===== config.mk =====
export PLATFORM = sky130hd
export DESIGN_NAME = tick_timer
export DESIGN_NICKNAME = d
export VERILOG_FILES = /design/src/rtl/timer_pkg.sv /design/src/rtl/timer_div.sv /design/src/rtl/timer_count.sv /design/src/rtl/timer_regs.sv /design/src/rtl/tick_timer.sv
export SDC_FILE = /design/constraint.sdc
export NUM_CORES = 1
export LEC_CHECK = 0
export BUFFER_PORTS_ARGS = -buffer_cell sky130_fd_sc_hd__buf_4
export CORE_ASPECT_RATIO = 0.5
export CORE_MARGIN = 3
export CORE_UTILIZATION = 61
export DETAILED_ROUTE_END_ITERATION = 6
export PLACE_DENSITY = 0.86
export SKIP_CTS_REPAIR_TIMING = 1
export SYNTH_ARGS = -nofsm -noshare
export SYNTH_HDL_FRONTEND = slang
export SYNTH_HIERARCHICAL = 1
export SYNTH_SLANG_ARGS = --single-unit

===== constraint.sdc =====
create_clock -name clk -period 9.6 [get_ports clk]
set_input_delay 0.48 -clock clk [delete_from_list [all_inputs] [get_ports clk]]
set_output_delay 0.48 -clock clk [all_outputs]
set_load 0.02 [all_outputs]

===== src/rtl/timer_pkg.sv =====
package timer_pkg;
  localparam int DATA_W     = 32;
  localparam int MAIN_W     = 12;
  localparam int OSC_W      = 4;
  localparam int ADR_CTRL   = 0;
  localparam int ADR_DIV    = 1;
  localparam int ADR_STAT   = 2;
  localparam int ADR_COUNT  = 9;
  localparam int B_RUN      = 0;
  localparam int B_SRC_LO   = 6;
  localparam int B_MODE     = 9;
  localparam int B_OSCGATE  = 10;
  localparam int B_SOFTRST  = 15;
  localparam int B_ROLL     = 5;
  localparam int B_OSCDIV   = 12;
  localparam logic [2:0] SRC_PERIPH = 3'd1;
  localparam logic [2:0] SRC_SLOW   = 3'd4;
  localparam logic [2:0] SRC_OSC    = 3'd5;

  typedef struct packed {
    logic       osc_gate;
    logic       mode;
    logic [2:0] src;
    logic       run;
  } ctrl_t;
endpackage


===== src/rtl/timer_div.sv =====
module timer_div #(
  parameter int DIV_W = 12
) (
  input  logic             clk,
  input  logic             rst_n,
  input  logic             clr_i,
  input  logic [DIV_W-1:0] div_i,
  input  logic             in_i,
  output logic             out_o
);
  logic [DIV_W-1:0] phase_q;
  logic             last;

  assign last  = (phase_q == div_i);
  assign out_o = in_i && last && !clr_i;

  always_ff @(posedge clk or negedge rst_n) begin
    if (!rst_n)        phase_q <= '0;
    else if (clr_i)    phase_q <= '0;
    else if (in_i)     phase_q <= last ? '0 : phase_q + 1'b1;
  end

  assert_out_needs_in_R7: assert property (@(posedge clk) disable iff (!rst_n)
    out_o |-> in_i);
  assert_clr_restarts_R11: assert property (@(posedge clk) disable iff (!rst_n)
    clr_i |=> (phase_q == '0));
endmodule


===== src/rtl/timer_count.sv =====
module timer_count #(
  parameter int CNT_W = 32
) (
  input  logic             clk,
  input  logic             rst_n,
  input  logic             clr_i,
  input  logic             step_i,
  output logic [CNT_W-1:0] cnt_o,
  output logic             wrap_o
);
  logic [CNT_W-1:0] cnt_q;

  assign cnt_o  = cnt_q;
  assign wrap_o = step_i && !clr_i && (&cnt_q);

  always_ff @(posedge clk or negedge rst_n) begin
    if (!rst_n)      cnt_q <= '0;
    else if (clr_i)  cnt_q <= '0;
    else if (step_i) cnt_q <= cnt_q + 1'b1;
  end

  assert_hold_without_step_R3: assert property (@(posedge clk) disable iff (!rst_n)
    (!step_i && !clr_i) |=> $stable(cnt_q));
  assert_wrap_to_zero_R9: assert property (@(posedge clk) disable iff (!rst_n)
    wrap_o |=> (cnt_q == '0));
endmodule


===== src/rtl/timer_regs.sv =====
module timer_regs
  import timer_pkg::*;
#(
  parameter int ADDR_W = 4
) (
  input  logic              clk,
  input  logic              rst_n,
  input  logic [ADDR_W-1:0] addr_i,
  input  logic              we_i,
  input  logic [DATA_W-1:0] wdata_i,
  input  logic              wrap_i,
  output ctrl_t             ctrl_o,
  output logic [MAIN_W-1:0] main_div_o,
  output logic [OSC_W-1:0]  osc_div_o,
  output logic              roll_o,
  output logic              swr_pend_o,
  output logic              sreset_o,
  output logic              phase_clr_o
);
  ctrl_t             ctrl_q;
  logic [MAIN_W-1:0] main_q;
  logic [OSC_W-1:0]  osc_q;
  logic              roll_q, pend_q;
  logic              wr_ctrl, wr_div, wr_stat;
  ctrl_t             ctrl_new;

  assign wr_ctrl = we_i && (addr_i == ADDR_W'(ADR_CTRL));
  assign wr_div  = we_i && (addr_i == ADDR_W'(ADR_DIV));
  assign wr_stat = we_i && (addr_i == ADDR_W'(ADR_STAT));

  assign ctrl_new.osc_gate = wdata_i[B_OSCGATE];
  assign ctrl_new.mode     = wdata_i[B_MODE];
  assign ctrl_new.src      = wdata_i[B_SRC_LO +: 3];
  assign ctrl_new.run      = wdata_i[B_RUN];

  assign sreset_o    = wr_ctrl && wdata_i[B_SOFTRST];
  assign phase_clr_o = sreset_o || wr_div || (wr_ctrl && (ctrl_new.src != ctrl_q.src));

  always_ff @(posedge clk or negedge rst_n) begin
    if (!rst_n) begin
      ctrl_q <= '0;
      main_q <= '0;
      osc_q  <= '0;
      roll_q <= 1'b0;
      pend_q <= 1'b0;
    end else if (sreset_o) begin
      ctrl_q <= '0;
      main_q <= '0;
      osc_q  <= '0;
      roll_q <= 1'b0;
      pend_q <= 1'b1;
    end else begin
      pend_q <= 1'b0;
      if (wr_ctrl) ctrl_q <= ctrl_new;
      if (wr_div) begin
        main_q <= wdata_i[MAIN_W-1:0];
        osc_q  <= wdata_i[B_OSCDIV +: OSC_W];
      end
      if (wrap_i)                        roll_q <= 1'b1;
      else if (wr_stat && wdata_i[B_ROLL]) roll_q <= 1'b0;
    end
  end

  assign ctrl_o     = ctrl_q;
  assign main_div_o = main_q;
  assign osc_div_o  = osc_q;
  assign roll_o     = roll_q;
  assign swr_pend_o = pend_q;

  assert_softrst_selfclear_R10: assert property (@(posedge clk) disable iff (!rst_n)
    pend_q |=> !pend_q);
  assert_wrap_sets_flag_R9: assert property (@(posedge clk) disable iff (!rst_n)
    (wrap_i && !sreset_o) |=> roll_q);
endmodule


===== src/rtl/tick_timer.sv =====
module tick_timer
  import timer_pkg::*;
#(
  parameter int CNT_W  = 32,
  parameter int ADDR_W = 4
) (
  input  logic              clk,
  input  logic              rst_n,
  input  logic [ADDR_W-1:0] bus_addr,
  input  logic              bus_we,
  input  logic [31:0]       bus_wdata,
  output logic [31:0]       bus_rdata,
  input  logic              tick_periph,
  input  logic              tick_slow,
  input  logic              tick_osc
);
  ctrl_t             ctrl;
  logic [MAIN_W-1:0] main_div;
  logic [OSC_W-1:0]  osc_div;
  logic              roll, swr_pend, sreset, phase_clr;
  logic              osc_in, osc_out, main_in, step, wrap;
  logic [CNT_W-1:0]  cnt;

  timer_regs #(.ADDR_W(ADDR_W)) u_regs (
    .clk, .rst_n, .addr_i(bus_addr), .we_i(bus_we), .wdata_i(bus_wdata),
    .wrap_i(wrap), .ctrl_o(ctrl), .main_div_o(main_div), .osc_div_o(osc_div),
    .roll_o(roll), .swr_pend_o(swr_pend), .sreset_o(sreset), .phase_clr_o(phase_clr)
  );

  assign osc_in = ctrl.run && (ctrl.src == SRC_OSC) && ctrl.osc_gate && tick_osc;

  timer_div #(.DIV_W(OSC_W)) u_osc_div (
    .clk, .rst_n, .clr_i(phase_clr), .div_i(osc_div), .in_i(osc_in), .out_o(osc_out)
  );

  always_comb begin
    main_in = 1'b0;
    if (ctrl.run) begin
      case (ctrl.src)
        SRC_PERIPH: main_in = tick_periph;
        SRC_SLOW:   main_in = tick_slow;
        SRC_OSC:    main_in = osc_out;
        default:    main_in = 1'b0;
      endcase
    end
  end

  timer_div #(.DIV_W(MAIN_W)) u_main_div (
    .clk, .rst_n, .clr_i(phase_clr), .div_i(main_div), .in_i(main_in), .out_o(step)
  );

  timer_count #(.CNT_W(CNT_W)) u_count (
    .clk, .rst_n, .clr_i(sreset), .step_i(step), .cnt_o(cnt), .wrap_o(wrap)
  );

  always_comb begin
    bus_rdata = '0;
    case (bus_addr)
      ADDR_W'(ADR_CTRL): begin
        bus_rdata[B_SOFTRST]    = swr_pend;
        bus_rdata[B_OSCGATE]    = ctrl.osc_gate;
        bus_rdata[B_MODE]       = ctrl.mode;
        bus_rdata[B_SRC_LO +: 3] = ctrl.src;
        bus_rdata[B_RUN]        = ctrl.run;
      end
      ADDR_W'(ADR_DIV): begin
        bus_rdata[MAIN_W-1:0]         = main_div;
        bus_rdata[B_OSCDIV +: OSC_W]  = osc_div;
      end
      ADDR_W'(ADR_STAT):  bus_rdata[B_ROLL] = roll;
      ADDR_W'(ADR_COUNT): bus_rdata[CNT_W-1:0] = cnt;
      default: bus_rdata = '0;
    endcase
  end

  assert_stopped_no_step_R4: assert property (@(posedge clk) disable iff (!rst_n)
    (ctrl.src != SRC_PERIPH && ctrl.src != SRC_SLOW && ctrl.src != SRC_OSC) |-> !step);
  assert_gate_blocks_osc_R5: assert property (@(posedge clk) disable iff (!rst_n)
    (ctrl.src == SRC_OSC && !ctrl.osc_gate) |-> !osc_out);
endmodule


==> results of run 1 <==
## metal layers
| layer | track usage | up-vias | routed length [um] |
|---|---|---|---|
| met3 | 0.0666 | 22 | 621 |
| li1 | - | 1748 | - |
| met4 | 0.0847 | 0 | 180 |
| met2 | 0.424 | 139 | 4900 |
| met1 | 0.372 | 1815 | 4780 |
| met5 | 0 | - | 0 |
## report_power, final
part           internal, mW  switching [mW]
clock network         0.229           0.122
logic                0.0444          0.0501
registers             0.324          0.0280
## layout make-up
cell class | count | area [um^2] | area share
inverter | 19 | 71.3 | 0.0142
clock inverter | 2 | 35.0 | 0.00699
timing repair buffer | 60 | 450 | 0.0899
sequential | 72 | 1800 | 0.360
tap | 88 | 110 | 0.0220
multi-input combinational | 321 | 2260 | 0.451
clock buffer | 14 | 284 | 0.0567
## registers in the layout, summed over array words and instances, names as in the netlist
register and cells:
u_count/cnt_o 32, u_main_div/phase_q 12, u_osc_div/phase_q 4, u_regs/ctrl_o 6
u_regs/main_div_o 12, u_regs/osc_div_o 4, u_regs/roll_o 1, u_regs/swr_pend_o 1
## worst max path at each step
stage	end	startpoint	cells after the start
2_1_floorplan	u_regs/roll_o$_DFFE_PN0P_	bus_wdata[15]	16
3_3_place_gp	u_regs/roll_o$_DFFE_PN0P_	bus_addr[0]	16
3_5_place_dp	u_regs/roll_o$_DFFE_PN0P_	bus_addr[0]	16
4_1_cts	u_regs/roll_o$_DFFE_PN0P_	u_regs/osc_div_o[1]$_DFFE_PN0P_	14
5_1_grt	u_regs/roll_o$_DFFE_PN0P_	u_regs/ctrl_o[3]$_DFFE_PN0P_	14
6_report	u_regs/roll_o$_DFFE_PN0P_	u_regs/ctrl_o[2]$_DFFE_PN0P_	14
## critical path, delay by kind of cell (launching register included)
kind / cells / cell delay, ps
simple gates: 8 / 3620
compound gates: 4 / 770
buf+inv: 2 / 450
flops: 1 / 440
## logic make-up (layout without fill, tap and decap cells)
family | after synthesis | after routing | synth area share
fa+ha+maj | 3 | 3 | 0.00878
mux | 5 | 5 | 0.0120
simple gates | 168 | 168 | 0.248
buf+inv | 45 | 95 | 0.0512
flops | 72 | 72 | 0.421
xor+xnor | 31 | 31 | 0.0635
compound gates | 114 | 114 | 0.195
## per-stage QoR
stage / utilization / hold slack (ps) / total power [mW] / std cells / worst slack (ps)
2_1_floorplan: - / 184 / 0.411 / 438 / 4820
3_3_place_gp: 0.732 / 472 / 0.445 / 560 / 4430
3_5_place_dp: 0.732 / 488 / 0.450 / 560 / 4280
4_1_cts: 0.782 / 310 / 0.800 / 576 / 4300
5_1_grt: 0.782 / 346 / 0.827 / 576 / 3980
6_report: 0.782 / 255 / 0.797 / 576 / 4230
## cells in the final DEF (no fill, tap or decap), drive strengths merged, types with 13 or more instances in the layout
cell type | Yosys | routed
dfrtp | 72 | 72
buf | 13 | 60
a21oi | 31 | 31
xor2 | 25 | 25
a22o | 24 | 24
nor2 | 24 | 24
nand2 | 22 | 22
nand3 | 20 | 20
inv | 19 | 19
and2 | 18 | 18
o21ai | 16 | 16
or4 | 14 | 14
clkbuf | 13 | 14
o31ai | 13 | 13
nand4 | 13 | 13
==> impl_metrics.json, run 1 <==
{
  "status": "complete, but fails checks",
  "violations": "DRC",
  "reg2reg_from": "u_regs/ctrl_o[2]$_DFFE_PN0P_",
  "nFillCells": 430,
  "endpoint_kind": "register",
  "relSlewSlack": 0.360,
  "grt-ovfl-total": 0,
  "postLayoutCellArea_um2": 5010,
  "critPathRequiredTime_ps": 9860,
  "netlist_top_cells_area": "dfrtp_1, xor2_1, a22o_1",
  "synth_fp_nets": 483,
  "post_drt_wl_per_cell_um": 18.2,
  "hold_class": "in -> async",
  "slowest_delay_ps": 860,
  "post_dp_cell_area_um2": 4690,
  "r2r_cells": 14,
  "synth.most_common_cell": "dfrtp_1",
  "num_antenna_cells": 0,
  "maxSlewViolCount": 0,
  "grt_max_degree": 73,
  "drcViolationCount": 1,
  "die_w_um": 124,
  "dp.final_hpwl_um": 6970,
  "nNetsFinal": 528,
  "grt_pass1_wl_um": 17700,
  "antenna_found_initial": 0,
  "crit_type": "reg -> reg",
  "r2r_end": "u_regs/roll_o$_DFFE_PN0P_",
  "final-setup-viol-count": 0,
  "async_reset_ff_frac": 1.00,
  "drtIter0Drc": 385,
  "yosysWarnings": 6,
  "first_pass_iters": 7,
  "synth-main-ff-cell": "dfrtp_1",
  "layout_min_cycle_time_ps": 5370,
  "numCtsBuffers": 9,
  "ant_nets": 0,
  "place.gp.congestion": 0.820,
  "synth_seq_cells": 72,
  "max_cap_viol_count": 0,
  "arrival_ps": 5630,
  "netlist_area_um2": 4280,
  "clock_latency_ps": 330,
  "p_leak_nw": 2.30,
  "clkSinkCount": 72,
  "worst_setup_path_start_kind": "register",
  "power_density_nw_per_um2": 159,
  "synth_top_cell_by_area": "dfrtp_1",
  "clk_pin_slew_ps": 60,
  "coreArea_um2": 6410,
  "wl_um": 10500,
  "start_util": 0.668,
  "fin_skew_ps": 5.80,
  "vias": 3724,
  "reg2reg_slack_ps": 4230,
  "drive_above_1_share": 0.201,
  "clockBufferDepth": 2,
  "crit_chain": "nand2b_1, nor2_1, and3b_1, a22oi_1, a211oi_1, buf_4, inv_1, nor3_1, nand4_4, or4_1, nor4_1, nor4bb_1, a31o_2, a21oi_1",
  "cts_tree": "built",
  "avgSynthCellArea_um2": 9.77,
  "rows": 20,
  "fin_tns_setup_ps": 0,
  "rsz0062_at_grt": "no",
  "max_slew.worst_pin.slew_ps": 952,
  "syn_to_final_growth_pct": 17.1,
  "ys_seq_area_frac": 0.421,
  "fp.dieH_um": 65.2,
  "yosys.area.top_type_share": 0.421,
  "ioPinCount": 74,
  "synth_cell_types": 56,
  "h-tree-depth": 3,
  "synth-edff-count": 0,
  "io_buffers": 57,
  "synthCells": 438,
  "min_period_over_period": 0.560,
  "viasPerCell": 6.47,
  "grt_usage": 0.270,
  "vdd_ir_drop_max_v": 0.000100,
  "crit_fanout": 19,
  "grt_pass1_vias": 3509,
  "clockRootBuffer": "clkbuf_16",
  "max_freq_ghz": 0.186,
  "die_area_um2": 8110,
  "synth_common_cells": "dfrtp_1, a21oi_1, xor2_1",
  "cp_slowest_cell": "or4_1",
  "hold_viol": 0
}
(Power assumes the default switching activity.)
==> run 2, diff against run 1 <==
--- a/config.mk
+++ b/config.mk
@@ -8,9 +8,9 @@
 export BUFFER_PORTS_ARGS = -buffer_cell sky130_fd_sc_hd__buf_4
 export CORE_ASPECT_RATIO = 0.5
 export CORE_MARGIN = 3
-export CORE_UTILIZATION = 61
+export CORE_UTILIZATION = 57
 export DETAILED_ROUTE_END_ITERATION = 6
-export PLACE_DENSITY = 0.86
+export PLACE_DENSITY = 0.81
 export SKIP_CTS_REPAIR_TIMING = 1
 export SYNTH_ARGS = -nofsm -noshare
 export SYNTH_HDL_FRONTEND = slang
==> constraint.sdc (replaced) <==
create_clock -name clk -period 5.4 [get_ports clk]
set_input_delay 0.27 -clock clk [delete_from_list [all_inputs] [get_ports clk]]
set_output_delay 0.27 -clock clk [all_outputs]
set_load 0.02 [all_outputs]
==> run 2 against run 1 <==
Against the previous run: the flow now finishes without violations; critical path depth up 1; setup slack worse by 3600 ps; maximum frequency increased by 12%; sequential cell count unchanged; count of clock-buffer cells in the layout is 1 lower; via count decreased by 2.9%; cell area about the same; clock skew is 0.65 ps higher; register-to-register slack lost 3600 ps; routed wire length is 4.2% lower.
==> impl_metrics.json, run 2 (synthesis gave the netlist of run 1 again) <==
{
  "arrival_ps": 5060,
  "final_common_cell": "dfrtp_1",
  "nNetsFinal": 530,
  "final-setup-viol-count": 0,
  "clockBufferDepth": 2,
  "clock_power_share": 0.434,
  "critical_path.top_delay_family": "simple AND/OR/NAND/NOR gates",
  "drtIter0Drc": 349,
  "placedCellCount": 566,
  "total_power_mw": 1.39,
  "cts_tree": "built",
  "crit_chain": "xor2_1, nor4_2, and3b_1, a22oi_1, a211oi_1, buf_4, inv_1, nor3_1, buf_4, nand4_4, or4_1, nor4_1, nor4bb_1, a31o_2, a21oi_1",
  "h-tree-depth": 3,
  "setup_ws_ps": 605,
  "grt-ovfl-total": 0,
  "layout_min_cycle_time_ps": 4800,
  "hold_class": "in -> async",
  "reg2reg_slack_ps": 600,
  "p_switching_mw": 0.356,
  "clockRootBuffer": "clkbuf_16",
  "first_pass_iters": 5,
  "grt_pass1_vias": 3270,
  "antenna_found_initial": 0,
  "crit_fanout": 19,
  "io_buffers": 57,
  "drive_above_1_share": 0.202,
  "slowest_delay_ps": 840,
  "worst_setup_path_start_kind": "register",
  "postLayoutCellArea_um2": 5010,
  "fin_util": 0.720,
  "vias": 3615,
  "num_antenna_cells": 0,
  "clock_latency_ps": 340,
  "relSlewSlack": 0.386,
  "fin_skew_ps": 6.45,
  "reg2reg_from": "u_regs/osc_div_o[0]$_DFFE_PN0P_",
  "vdd_ir_drop_max_v": 0.000157,
  "grt_max_degree": 73,
  "dp.final_hpwl_um": 6690,
  "path_buf_inv": 3,
  "maxSlewViolCount": 0,
  "coreArea_um2": 6960,
  "internal_power_mw": 1.04,
  "post_dp_cell_area_um2": 4710,
  "fin_tns_setup_ps": 0,
  "r2r_end": "u_regs/roll_o$_DFFE_PN0P_",
  "crit_path_start": "u_regs/osc_div_o[0]$_DFFE_PN0P_",
  "hold_ws_ps": 38.4,
  "p_leak_nw": 2.30,
  "grt_pass1_wl_um": 16600,
  "hold_viol": 0,
  "wl_um": 10000,
  "syn_to_final_growth_pct": 17.1,
  "endpoint_kind": "register",
  "clkSinkCount": 72,
  "ioPinCount": 74,
  "start_util": 0.614,
  "cp_slowest_cell": "or4_1",
  "drcViolationCount": 0,
  "grt_usage": 0.246,
  "die_area_um2": 8640,
  "rsz0062_at_grt": "no",
  "p_seq_frac": 0.449,
  "combPwrFrac": 0.117,
  "nFillCells": 515,
  "max_freq_ghz": 0.209,
  "swShare": 0.256,
  "clk_pin_slew_ps": 60,
  "critPathRequiredTime_ps": 5660,
  "status": "finished clean",
  "place_ws_ps": 703,
  "min_period_over_period": 0.888,
  "largest_reg_flops": 32,
  "ant_nets": 0,
  "die_w_um": 129,
  "fin_cells": 582,
  "viasPerCell": 6.21,
  "mostFrequentLayoutCells": "dfrtp_1, buf_4, a21oi_1, xor2_1",
  "max_slew.worst_pin.slew_ps": 921,
  "power_density_nw_per_um2": 278,
  "crit_top_cell": "buf_4",
  "numCtsBuffers": 9,
  "place.gp.congestion": 0.827,
  "post_drt_wl_per_cell_um": 17.3,
  "crit_type": "reg -> reg",
  "rows": 21,
  "r2r_cells": 15,
  "max_cap_viol_count": 0,
  "fp.dieH_um": 67.3
}
run 2: changes by cell type in the layout (fill, tap and decap cells not counted):
cell / change
buf_4: +2
clkbuf_1: +1
clkbuf_8: -2
clkinv_2: +1
run 2: worst register-to-register path, stage by stage (launching register included):
cell and delay [ps]:
dfrtp_1 440, xor2_1 200, nor4_2 510, and3b_1 240, a22oi_1 80, a211oi_1 240
buf_4 250, inv_1 180, nor3_1 200, buf_4 200, nand4_4 160, or4_1 840
nor4_1 660, nor4bb_1 130, a31o_2 270, a21oi_1 110
run 2: cell type report:
type                    instances  area (um^2)  share of cell area
well taps                      92          115              0.0230
inverters                      19         71.3              0.0142
repair buffers                 62          465              0.0929
clock buffers                  13          260              0.0519
clock inverters                 3         40.0             0.00799
multi-input cells             321         2260               0.450
flip-flops and latches         72         1800               0.360
run 2: layer usage:
layer,vias up,part of all wire,track usage
met4,0,0.011,0.0694
met3,12,0.047,0.0758
met5,-,0,0
li1,1751,-,-
met2,91,0.45,0.356
met1,1761,0.49,0.358
run 2: how the worst max path moves through the flow:
stage | cells after the start | endpoint
2_1_floorplan | 16 | u_regs/roll_o$_DFFE_PN0P_
3_3_place_gp | 15 | u_regs/roll_o$_DFFE_PN0P_
3_5_place_dp | 15 | u_regs/roll_o$_DFFE_PN0P_
4_1_cts | 15 | u_regs/roll_o$_DFFE_PN0P_
5_1_grt | 15 | u_regs/roll_o$_DFFE_PN0P_
6_report | 15 | u_regs/roll_o$_DFFE_PN0P_
run 2: power by group through the flow:
stage | logic, mW | clock network [mW] | registers [mW]
2_1_floorplan | 0.116 | 0 | 0.615
3_3_place_gp | 0.160 | 0 | 0.631
3_5_place_dp | 0.163 | 0 | 0.633
4_1_cts | 0.163 | 0.611 | 0.624
5_1_grt | 0.181 | 0.636 | 0.630
6_report | 0.163 | 0.604 | 0.625
